### config.mk
export PLATFORM = sky130hd
export DESIGN_NAME = steer_resolver
export DESIGN_NICKNAME = d
export VERILOG_FILES = /design/src/rtl/steer_pkg.sv /design/src/rtl/steer_ffs.sv /design/src/rtl/steer_range_match.sv /design/src/rtl/steer_target_calc.sv /design/src/rtl/steer_resolver.sv
export SDC_FILE = /design/constraint.sdc
export NUM_CORES = 1
export LEC_CHECK = 0
export ABC_AREA = 1
export BUFFER_PORTS_ARGS = -buffer_cell sky130_fd_sc_hd__buf_2
export CAP_MARGIN = 20
export CORE_AREA = 2 2 216 218
export DETAILED_ROUTE_END_ITERATION = 10
export DIE_AREA = 0 0 218 220
export HOLD_SLACK_MARGIN = 0.08
export PLACE_DENSITY = 0.64
export SLEW_MARGIN = 20
export SYNTH_ARGS = -nofsm -noshare
export SYNTH_HDL_FRONTEND = slang
export SYNTH_SLANG_ARGS = --single-unit
### constraint.sdc
create_clock -name clk -period 1.8 [get_ports clk]
set_input_delay 0.18 -clock clk [delete_from_list [all_inputs] [get_ports clk]]
set_output_delay 0.18 -clock clk [all_outputs]
set_load 0.02 [all_outputs]
### src/rtl/steer_pkg.sv
package steer_pkg;

  typedef enum logic [2:0] {
    CLS_L3BANK = 3'd0,
    CLS_MSLICE = 3'd1,
    CLS_LNCF   = 3'd2,
    CLS_DSS    = 3'd3,
    CLS_INST0  = 3'd4,
    CLS_NONE   = 3'd5
  } steer_cls_e;

  localparam int unsigned NUM_CLS = 5;
  localparam int unsigned CLS_W   = 3;

endpackage

### src/rtl/steer_ffs.sv
// Lowest-set-bit finder.
module steer_ffs #(
  parameter int unsigned W     = 8,
  parameter int unsigned IDX_W = (W > 1) ? $clog2(W) : 1
) (
  input  logic [W-1:0]     vec_i,
  output logic             found_o,
  output logic [IDX_W-1:0] idx_o
);

  always_comb begin
    idx_o = '0;
    for (int i = W - 1; i >= 0; i--) begin
      if (vec_i[i]) idx_o = IDX_W'(i);
    end
  end

  assign found_o = |vec_i;

endmodule

### src/rtl/steer_range_match.sv
// Inclusive window compare for one class table.
module steer_range_match #(
  parameter int unsigned OFS_W   = 24,
  parameter int unsigned N_RANGE = 2
) (
  input  logic [OFS_W-1:0]         ofs_i,
  input  logic [N_RANGE*OFS_W-1:0] lo_i,
  input  logic [N_RANGE*OFS_W-1:0] hi_i,
  input  logic [N_RANGE-1:0]       en_i,
  output logic                     hit_o
);

  logic [N_RANGE-1:0] entry_hit;

  for (genvar e = 0; e < N_RANGE; e++) begin : g_entry
    logic [OFS_W-1:0] lo_e;
    logic [OFS_W-1:0] hi_e;
    assign lo_e = lo_i[e*OFS_W +: OFS_W];
    assign hi_e = hi_i[e*OFS_W +: OFS_W];
    assign entry_hit[e] = en_i[e] && (ofs_i >= lo_e) && (ofs_i <= hi_e);
  end

  assign hit_o = |entry_hit;

endmodule

### src/rtl/steer_target_calc.sv
// Per-class target derivation from fuse masks.
module steer_target_calc
  import steer_pkg::*;
#(
  parameter int unsigned N_SLICE       = 4,
  parameter int unsigned DSS_PER_SLICE = 4,
  parameter int unsigned BANK_FUSE_W   = 3,
  parameter int unsigned GRP_W         = 4,
  parameter int unsigned INST_W        = 4
) (
  input  logic [BANK_FUSE_W-1:0]             bank_fuse_i,
  input  logic [N_SLICE-1:0]                 mem_en_i,
  input  logic [N_SLICE*DSS_PER_SLICE-1:0]   dss_en_i,
  output logic [NUM_CLS-1:0][GRP_W-1:0]      cls_grp_o,
  output logic [NUM_CLS-1:0][INST_W-1:0]     cls_inst_o,
  output logic [NUM_CLS-1:0]                 cls_empty_o
);

  localparam int unsigned BANK_W      = 2 * BANK_FUSE_W;
  localparam int unsigned N_DSS       = N_SLICE * DSS_PER_SLICE;
  localparam int unsigned BANK_IDX_W  = (BANK_W > 1) ? $clog2(BANK_W) : 1;
  localparam int unsigned SLICE_IDX_W = (N_SLICE > 1) ? $clog2(N_SLICE) : 1;
  localparam int unsigned DSS_IDX_W   = (N_DSS > 1) ? $clog2(N_DSS) : 1;

  logic [BANK_W-1:0]      bank_mask;
  logic [N_SLICE-1:0]     slice_live;
  logic                   bank_found, slice_found, dss_found;
  logic [BANK_IDX_W-1:0]  bank_idx;
  logic [SLICE_IDX_W-1:0] slice_idx;
  logic [DSS_IDX_W-1:0]   dss_idx;

  for (genvar i = 0; i < BANK_FUSE_W; i++) begin : g_bank
    assign bank_mask[2*i]   = bank_fuse_i[i];
    assign bank_mask[2*i+1] = bank_fuse_i[i];
  end

  for (genvar s = 0; s < N_SLICE; s++) begin : g_slice
    assign slice_live[s] = mem_en_i[s] | (|dss_en_i[s*DSS_PER_SLICE +: DSS_PER_SLICE]);
  end

  steer_ffs #(.W(BANK_W), .IDX_W(BANK_IDX_W)) u_bank_ffs (
    .vec_i(bank_mask), .found_o(bank_found), .idx_o(bank_idx));

  steer_ffs #(.W(N_SLICE), .IDX_W(SLICE_IDX_W)) u_slice_ffs (
    .vec_i(slice_live), .found_o(slice_found), .idx_o(slice_idx));

  steer_ffs #(.W(N_DSS), .IDX_W(DSS_IDX_W)) u_dss_ffs (
    .vec_i(dss_en_i), .found_o(dss_found), .idx_o(dss_idx));

  always_comb begin
    cls_grp_o  = '0;
    cls_inst_o = '0;

    cls_inst_o[CLS_L3BANK] = INST_W'(bank_idx);
    cls_grp_o[CLS_MSLICE]  = GRP_W'(slice_idx);
    cls_grp_o[CLS_LNCF]    = GRP_W'({slice_idx, 1'b0});
    cls_grp_o[CLS_DSS]     = GRP_W'(int'(dss_idx) / int'(DSS_PER_SLICE));
    cls_inst_o[CLS_DSS]    = INST_W'(int'(dss_idx) % int'(DSS_PER_SLICE));

    cls_empty_o             = '0;
    cls_empty_o[CLS_L3BANK] = !bank_found;
    cls_empty_o[CLS_MSLICE] = !slice_found;
    cls_empty_o[CLS_LNCF]   = !slice_found;
    cls_empty_o[CLS_DSS]    = !dss_found;
    cls_empty_o[CLS_INST0]  = 1'b0;
  end

endmodule

### src/rtl/steer_resolver.sv
// Steering target resolver top: window match, priority pick, registered result.
module steer_resolver
  import steer_pkg::*;
#(
  parameter int unsigned OFS_W         = 24,
  parameter int unsigned N_RANGE       = 2,
  parameter int unsigned N_SLICE       = 4,
  parameter int unsigned DSS_PER_SLICE = 4,
  parameter int unsigned BANK_FUSE_W   = 3,
  parameter int unsigned GRP_W         = 4,
  parameter int unsigned INST_W        = 4
) (
  input  logic                               clk,
  input  logic                               rst_n,
  input  logic                               req_i,
  input  logic [OFS_W-1:0]                   ofs_i,
  input  logic [NUM_CLS*N_RANGE*OFS_W-1:0]   range_lo_i,
  input  logic [NUM_CLS*N_RANGE*OFS_W-1:0]   range_hi_i,
  input  logic [NUM_CLS*N_RANGE-1:0]         range_en_i,
  input  logic [BANK_FUSE_W-1:0]             bank_fuse_i,
  input  logic [N_SLICE-1:0]                 mem_en_i,
  input  logic [N_SLICE*DSS_PER_SLICE-1:0]   dss_en_i,
  input  logic [GRP_W-1:0]                   dflt_grp_i,
  input  logic [INST_W-1:0]                  dflt_inst_i,
  output logic [GRP_W-1:0]                   grp_o,
  output logic [INST_W-1:0]                  inst_o,
  output logic [CLS_W-1:0]                   cls_o,
  output logic                               err_o,
  output logic                               valid_o
);

  localparam int unsigned TBL_W = N_RANGE * OFS_W;

  logic [NUM_CLS-1:0]              class_hit;
  logic [NUM_CLS-1:0][GRP_W-1:0]   cls_grp;
  logic [NUM_CLS-1:0][INST_W-1:0]  cls_inst;
  logic [NUM_CLS-1:0]              cls_empty;

  steer_cls_e       sel_cls;
  logic [GRP_W-1:0] grp_d;
  logic [INST_W-1:0] inst_d;
  logic             err_d;

  logic [GRP_W-1:0]  grp_q;
  logic [INST_W-1:0] inst_q;
  steer_cls_e        cls_q;
  logic              err_q;
  logic              valid_q;

  for (genvar c = 0; c < NUM_CLS; c++) begin : g_cls
    steer_range_match #(.OFS_W(OFS_W), .N_RANGE(N_RANGE)) u_match (
      .ofs_i (ofs_i),
      .lo_i  (range_lo_i[c*TBL_W +: TBL_W]),
      .hi_i  (range_hi_i[c*TBL_W +: TBL_W]),
      .en_i  (range_en_i[c*N_RANGE +: N_RANGE]),
      .hit_o (class_hit[c])
    );
  end

  steer_target_calc #(
    .N_SLICE(N_SLICE), .DSS_PER_SLICE(DSS_PER_SLICE),
    .BANK_FUSE_W(BANK_FUSE_W), .GRP_W(GRP_W), .INST_W(INST_W)
  ) u_calc (
    .bank_fuse_i (bank_fuse_i),
    .mem_en_i    (mem_en_i),
    .dss_en_i    (dss_en_i),
    .cls_grp_o   (cls_grp),
    .cls_inst_o  (cls_inst),
    .cls_empty_o (cls_empty)
  );

  // Next-state: priority pick, lowest class code wins.
  always_comb begin
    sel_cls = CLS_NONE;
    for (int c = NUM_CLS - 1; c >= 0; c--) begin
      if (class_hit[c]) sel_cls = steer_cls_e'(c);
    end

    if (sel_cls == CLS_NONE) begin
      grp_d  = dflt_grp_i;
      inst_d = dflt_inst_i;
      err_d  = 1'b0;
    end else if (cls_empty[sel_cls]) begin
      grp_d  = '0;
      inst_d = '0;
      err_d  = 1'b1;
    end else begin
      grp_d  = cls_grp[sel_cls];
      inst_d = cls_inst[sel_cls];
      err_d  = 1'b0;
    end
  end

  // Registers: result loads only on a request.
  always_ff @(posedge clk or negedge rst_n) begin
    if (!rst_n) begin
      grp_q   <= '0;
      inst_q  <= '0;
      cls_q   <= CLS_NONE;
      err_q   <= 1'b0;
      valid_q <= 1'b0;
    end else begin
      valid_q <= req_i;
      if (req_i) begin
        grp_q  <= grp_d;
        inst_q <= inst_d;
        cls_q  <= sel_cls;
        err_q  <= err_d;
      end
    end
  end

  assign grp_o   = grp_q;
  assign inst_o  = inst_q;
  assign cls_o   = cls_q;
  assign err_o   = err_q;
  assign valid_o = valid_q;

  // Assertions
  assert_valid_follows_req_R10: assert property (@(posedge clk) disable iff (!rst_n)
    req_i |=> valid_o);

  assert_no_spurious_valid_R10: assert property (@(posedge clk) disable iff (!rst_n)
    !req_i |=> !valid_o);

  assert_hold_between_req_R10: assert property (@(posedge clk) disable iff (!rst_n)
    !req_i |=> ($stable(grp_o) && $stable(inst_o) && $stable(cls_o) && $stable(err_o)));

  assert_default_pair_R3: assert property (@(posedge clk) disable iff (!rst_n)
    (req_i && (class_hit == '0)) |=>
      (cls_o == CLS_NONE && !err_o && grp_o == $past(dflt_grp_i) && inst_o == $past(dflt_inst_i)));

  assert_priority_R2: assert property (@(posedge clk) disable iff (!rst_n)
    (req_i && class_hit[0]) |=> (cls_o == CLS_L3BANK));

  assert_inst0_pair_R8: assert property (@(posedge clk) disable iff (!rst_n)
    (valid_o && cls_o == CLS_INST0) |-> (grp_o == '0 && inst_o == '0 && !err_o));

  assert_err_zero_pair_R9: assert property (@(posedge clk) disable iff (!rst_n)
    (valid_o && err_o) |-> (grp_o == '0 && inst_o == '0 && cls_o != CLS_NONE));

  assert_lncf_even_R6: assert property (@(posedge clk) disable iff (!rst_n)
    (valid_o && cls_o == CLS_LNCF) |-> (grp_o[0] == 1'b0 && inst_o == '0));

  assert_mslice_inst_R5: assert property (@(posedge clk) disable iff (!rst_n)
    (valid_o && cls_o == CLS_MSLICE) |-> (inst_o == '0));

  assert_l3_group_R4: assert property (@(posedge clk) disable iff (!rst_n)
    (valid_o && cls_o == CLS_L3BANK) |-> (grp_o == '0));

endmodule

==> results.tsv <==
stage	metric	value	unit
timing	fmax	432	MHz
floorplanning	die_w	218	µm
critical_path	arrival	2.49	ns
layout	synthToLayoutAreaGrowth	44.7	%
floorplanning	fp-row-count	79	
clock_tree	h-tree-depth	1	
critical_path	reg2reg_from	grp_o[1]	
critical_path	rrSetupSlack	0.93	ns
yosys	ys_warn_count	0	
power	vdd_drop_max	0.323	mV
critical_path	crit_end	inst_o[1]	
yosys	synth_compound_area_share	12.9	%
yosys	synth-simple-area-share	24.7	%
layout	layout_common_cells	583 x inv_1, 537 x buf_2, 451 x ha_1, 442 x nand2_1, 204 x a21oi_1	
critical_path	cp_common_cell	nand2_1	
drt	viasPerCell	4.59	
yosys	synthMuxAreaShare	0	%
yosys	synthDistinctLibCells	38	
critical_path	cpPeakStageDelay	0.30	ns
critical_path	r2r-end	grp_o[1]	
yosys	synth_flop_cell	dfrtp_1	
timing	period_share	129	%
drt	wl_per_cell	16.5	µm
layout	fin_nets	3948	
layout	layout_commonest_cell	inv_1	
yosys	synth_edf_count	0	
critical_path	endpoint_kind	register	
critical_path	critPathMaxFanout	8	
timing	final_max_slew_viol_count	0	
drt	postRouteAntennaNets	0	
critical_path	worstPathRequired	1.97	ns
yosys	ys_async_sr_fraction	100	%
clock_tree	tritoncts	built	
timing	rsz0062_at_grt	yes	
drt	vias	16300	
floorplanning	initial_core_util	29.9	%
power	power_density	282	nW/µm²
clock_tree	cts_inserted_buffers	3	
clock_tree	path_clk_slew	0.05	ns
global_route	grt_pass1_vias	15800	
placed_design	dp_hpwl	51400	µm
clock_tree	clockBufferDepth	2	
floorplanning	io_pins	561	
yosys	yosys.area_share.xor_xnor	0	%
timing	layout_setup_ws	-0.516	ns
worst_hold_path	hold_start	dflt_grp_i[3]	
timing	hold_violations	0	
critical_path	start_kind	input pin	
global_route	antenna_found_initial	23	
global_route	grt_usage	23.4	%
layout	drive_above_1_share	29.7	%
critical_path	critPathSlowestCell	ha_1	
drt	dr.pass1.iters	5	
yosys	yosys_register_bits	13	
drt	drc	0	
timing	relSlewSlack	76.4	%
timing	tightest_slew	0.351	ns
floorplanning	core	45900	µm²
drt	drt-initial-drc-count	744	
timing	hold_slack	0.185	ns
critical_path	worstSetupPathType	input pin to register	
floorplanning	die_y	220	µm
timing	finClkSkew	0	ns
flow_run	maxCapViolations	0	
yosys	yosysSeqAreaShare	2.39	%
power	p_leak	12.5	nW
yosys	synthesis.area	13700	µm²
critical_path	r2r_cells	3	
clock_tree	clkSinkCount	13	
status	violations	setup timing	
global_route	grt_max_degree	18	
global_route	grt_pass1_wl	85800	µm
floorplanning	die_area	48000	µm²
timing	min_period	2.32	ns
layout	postLayoutCoreUtil	43.2	%
clock_tree	cts-root-buf	clkbuf_16	
yosys	synthCells	2212	
status	status	finished, violations left	
placed_design	io_buffers	560	
yosys	synth_fp_nets	3240	
clock_tree	insertion_delay	0.24	ns
global_route	gr-total-overflow	0	
timing	finalSetupViolCount	12	
critical_path	crit_chain	buf_4, buf_12, ha_1, nand4_1, nor2_2, nand2_1, a21oi_2, nor2_1, nor2_2, nor2_4, nor2_4, nand2_4, a21oi_4, nand3_2, nand2_1, nand2_1, a21oi_2	
yosys	avgSynthCellArea	6.19	µm²
drt	routed_wl	58300	µm
worst_hold_path	hold_path.class	input pin to register	
yosys	synth_fa_ha_area_share	43.8	%
yosys	synth_top_family_by_area	adder cells	
critical_path	crit_start	ofs_i[9]	
placed_design	finalWeightedCongestion	0.950	
[logic make-up (layout without fill, tap and decap cells)]
group           Yosys count  after routing
compound gates          322            322
flops                    13             13
fa+ha+maj               480            480
buf+inv                 591           1298
simple gates            806            806
other cells               0             18
[power by group]
part	total (mW)	internal (mW)	switching [mW]	leakage, nW
clock network	0.415	0.298	0.117	0.0383
registers	0.385	0.350	0.0352	0.160
logic	4.79	2.17	2.62	12.3
total	5.59	2.82	2.77	12.5
[state kept, by name, summed over array words and instances (netlist names)]
signal   flops
cls_o        3
err_o        1
inst_o       4
grp_o        4
valid_o      1
[final cells by class]
| class | instances | area, µm² |
|---|---|---|
| antenna | 18 | 45.0 |
| timing repair buffer | 704 | 4500 |
| clock buffer | 4 | 78.8 |
| sequential | 13 | 328 |
| fill | 4880 | 26000 |
| tap | 607 | 759 |
| inverter | 590 | 2230 |
| multi-input combinational | 1608 | 11900 |
[synthesized netlist by cell type (2+ instances only)]
cell	instances	area, µm²
inv_1	585	2200
ha_1	480	6010
nand2_1	475	1780
a21oi_1	209	1050
nor2_1	173	649
nand3_1	68	340
o21ai_0	59	295
nand4_1	41	257
o21a_1	22	165
nor3_1	14	70.1
dfrtp_1	11	275
o21bai_1	10	75.1
a21o_1	8	60.1
nand2_2	8	50.1
nor2_2	7	43.8
inv_2	4	15.0
nor3_2	4	40.0
a21oi_2	3	26.3
a31oi_1	3	18.8
a21boi_0	2	15.0
and2_1	2	12.5
dfstp_2	2	52.6
nand2_4	2	22.5
nor2_4	2	22.5
nor2b_1	2	12.5
nor4_1	2	12.5
o211ai_1	2	15.0
or2_2	2	12.5
[timing repair]
action	CTS	global route
gates cloned	4	0
gates resized for setup	143	63
pin swaps	71	40
hold buffers	1	0
endpoints found under the hold margin	11	0
setup endpoints to repair	12	12
buffers inserted	7	3
[how the worst min path moves through the flow]
stage                     end  slack (ns)  cells past startpoint
detailed placement    valid_o        0.07                      1
floorplan            cls_o[1]       -0.12                      0
finish               grp_o[3]        0.18                      3
CTS                 inst_o[3]        0.18                      3
global route        inst_o[3]        0.20                      3
global placement      valid_o        0.07                      1
[worst max-delay path: cells and delay by family]
family	cells	cell delay (ns)
AND/OR/NAND/NOR	11	1.23
AO/OA/AOI/OAI	3	0.45
adder cells (fa/ha/maj)	1	0.30
buffers and inverters	2	0.29
[routing by layer]
metal	routed length, µm	part of all wire (%)	up-vias	global-route usage (%)
met5	37	0.063	-	0
met4	1670	2.9	6	7.39
met3	3550	6.1	107	2.59
met2	26500	45	527	39.5
met1	26600	46	7124	31.1
li1	-	-	8518	-
[metrics by stage]
stage	cell area, µm²	total power, mW	worst slack, ns	instances	setup TNS, ns
floorplan	13800	2.73	-0.308	2212	-2.76
global placement	18600	4.70	-1.03	3507	-11.19
detailed placement	18600	4.74	-1.02	3507	-11.14
CTS	19500	5.45	-0.472	3523	-4.84
global route	19800	6.25	-0.650	3541	-6.94
finish	19800	5.59	-0.516	3544	-5.38
Note: power is estimated with default switching activity, not from simulation.
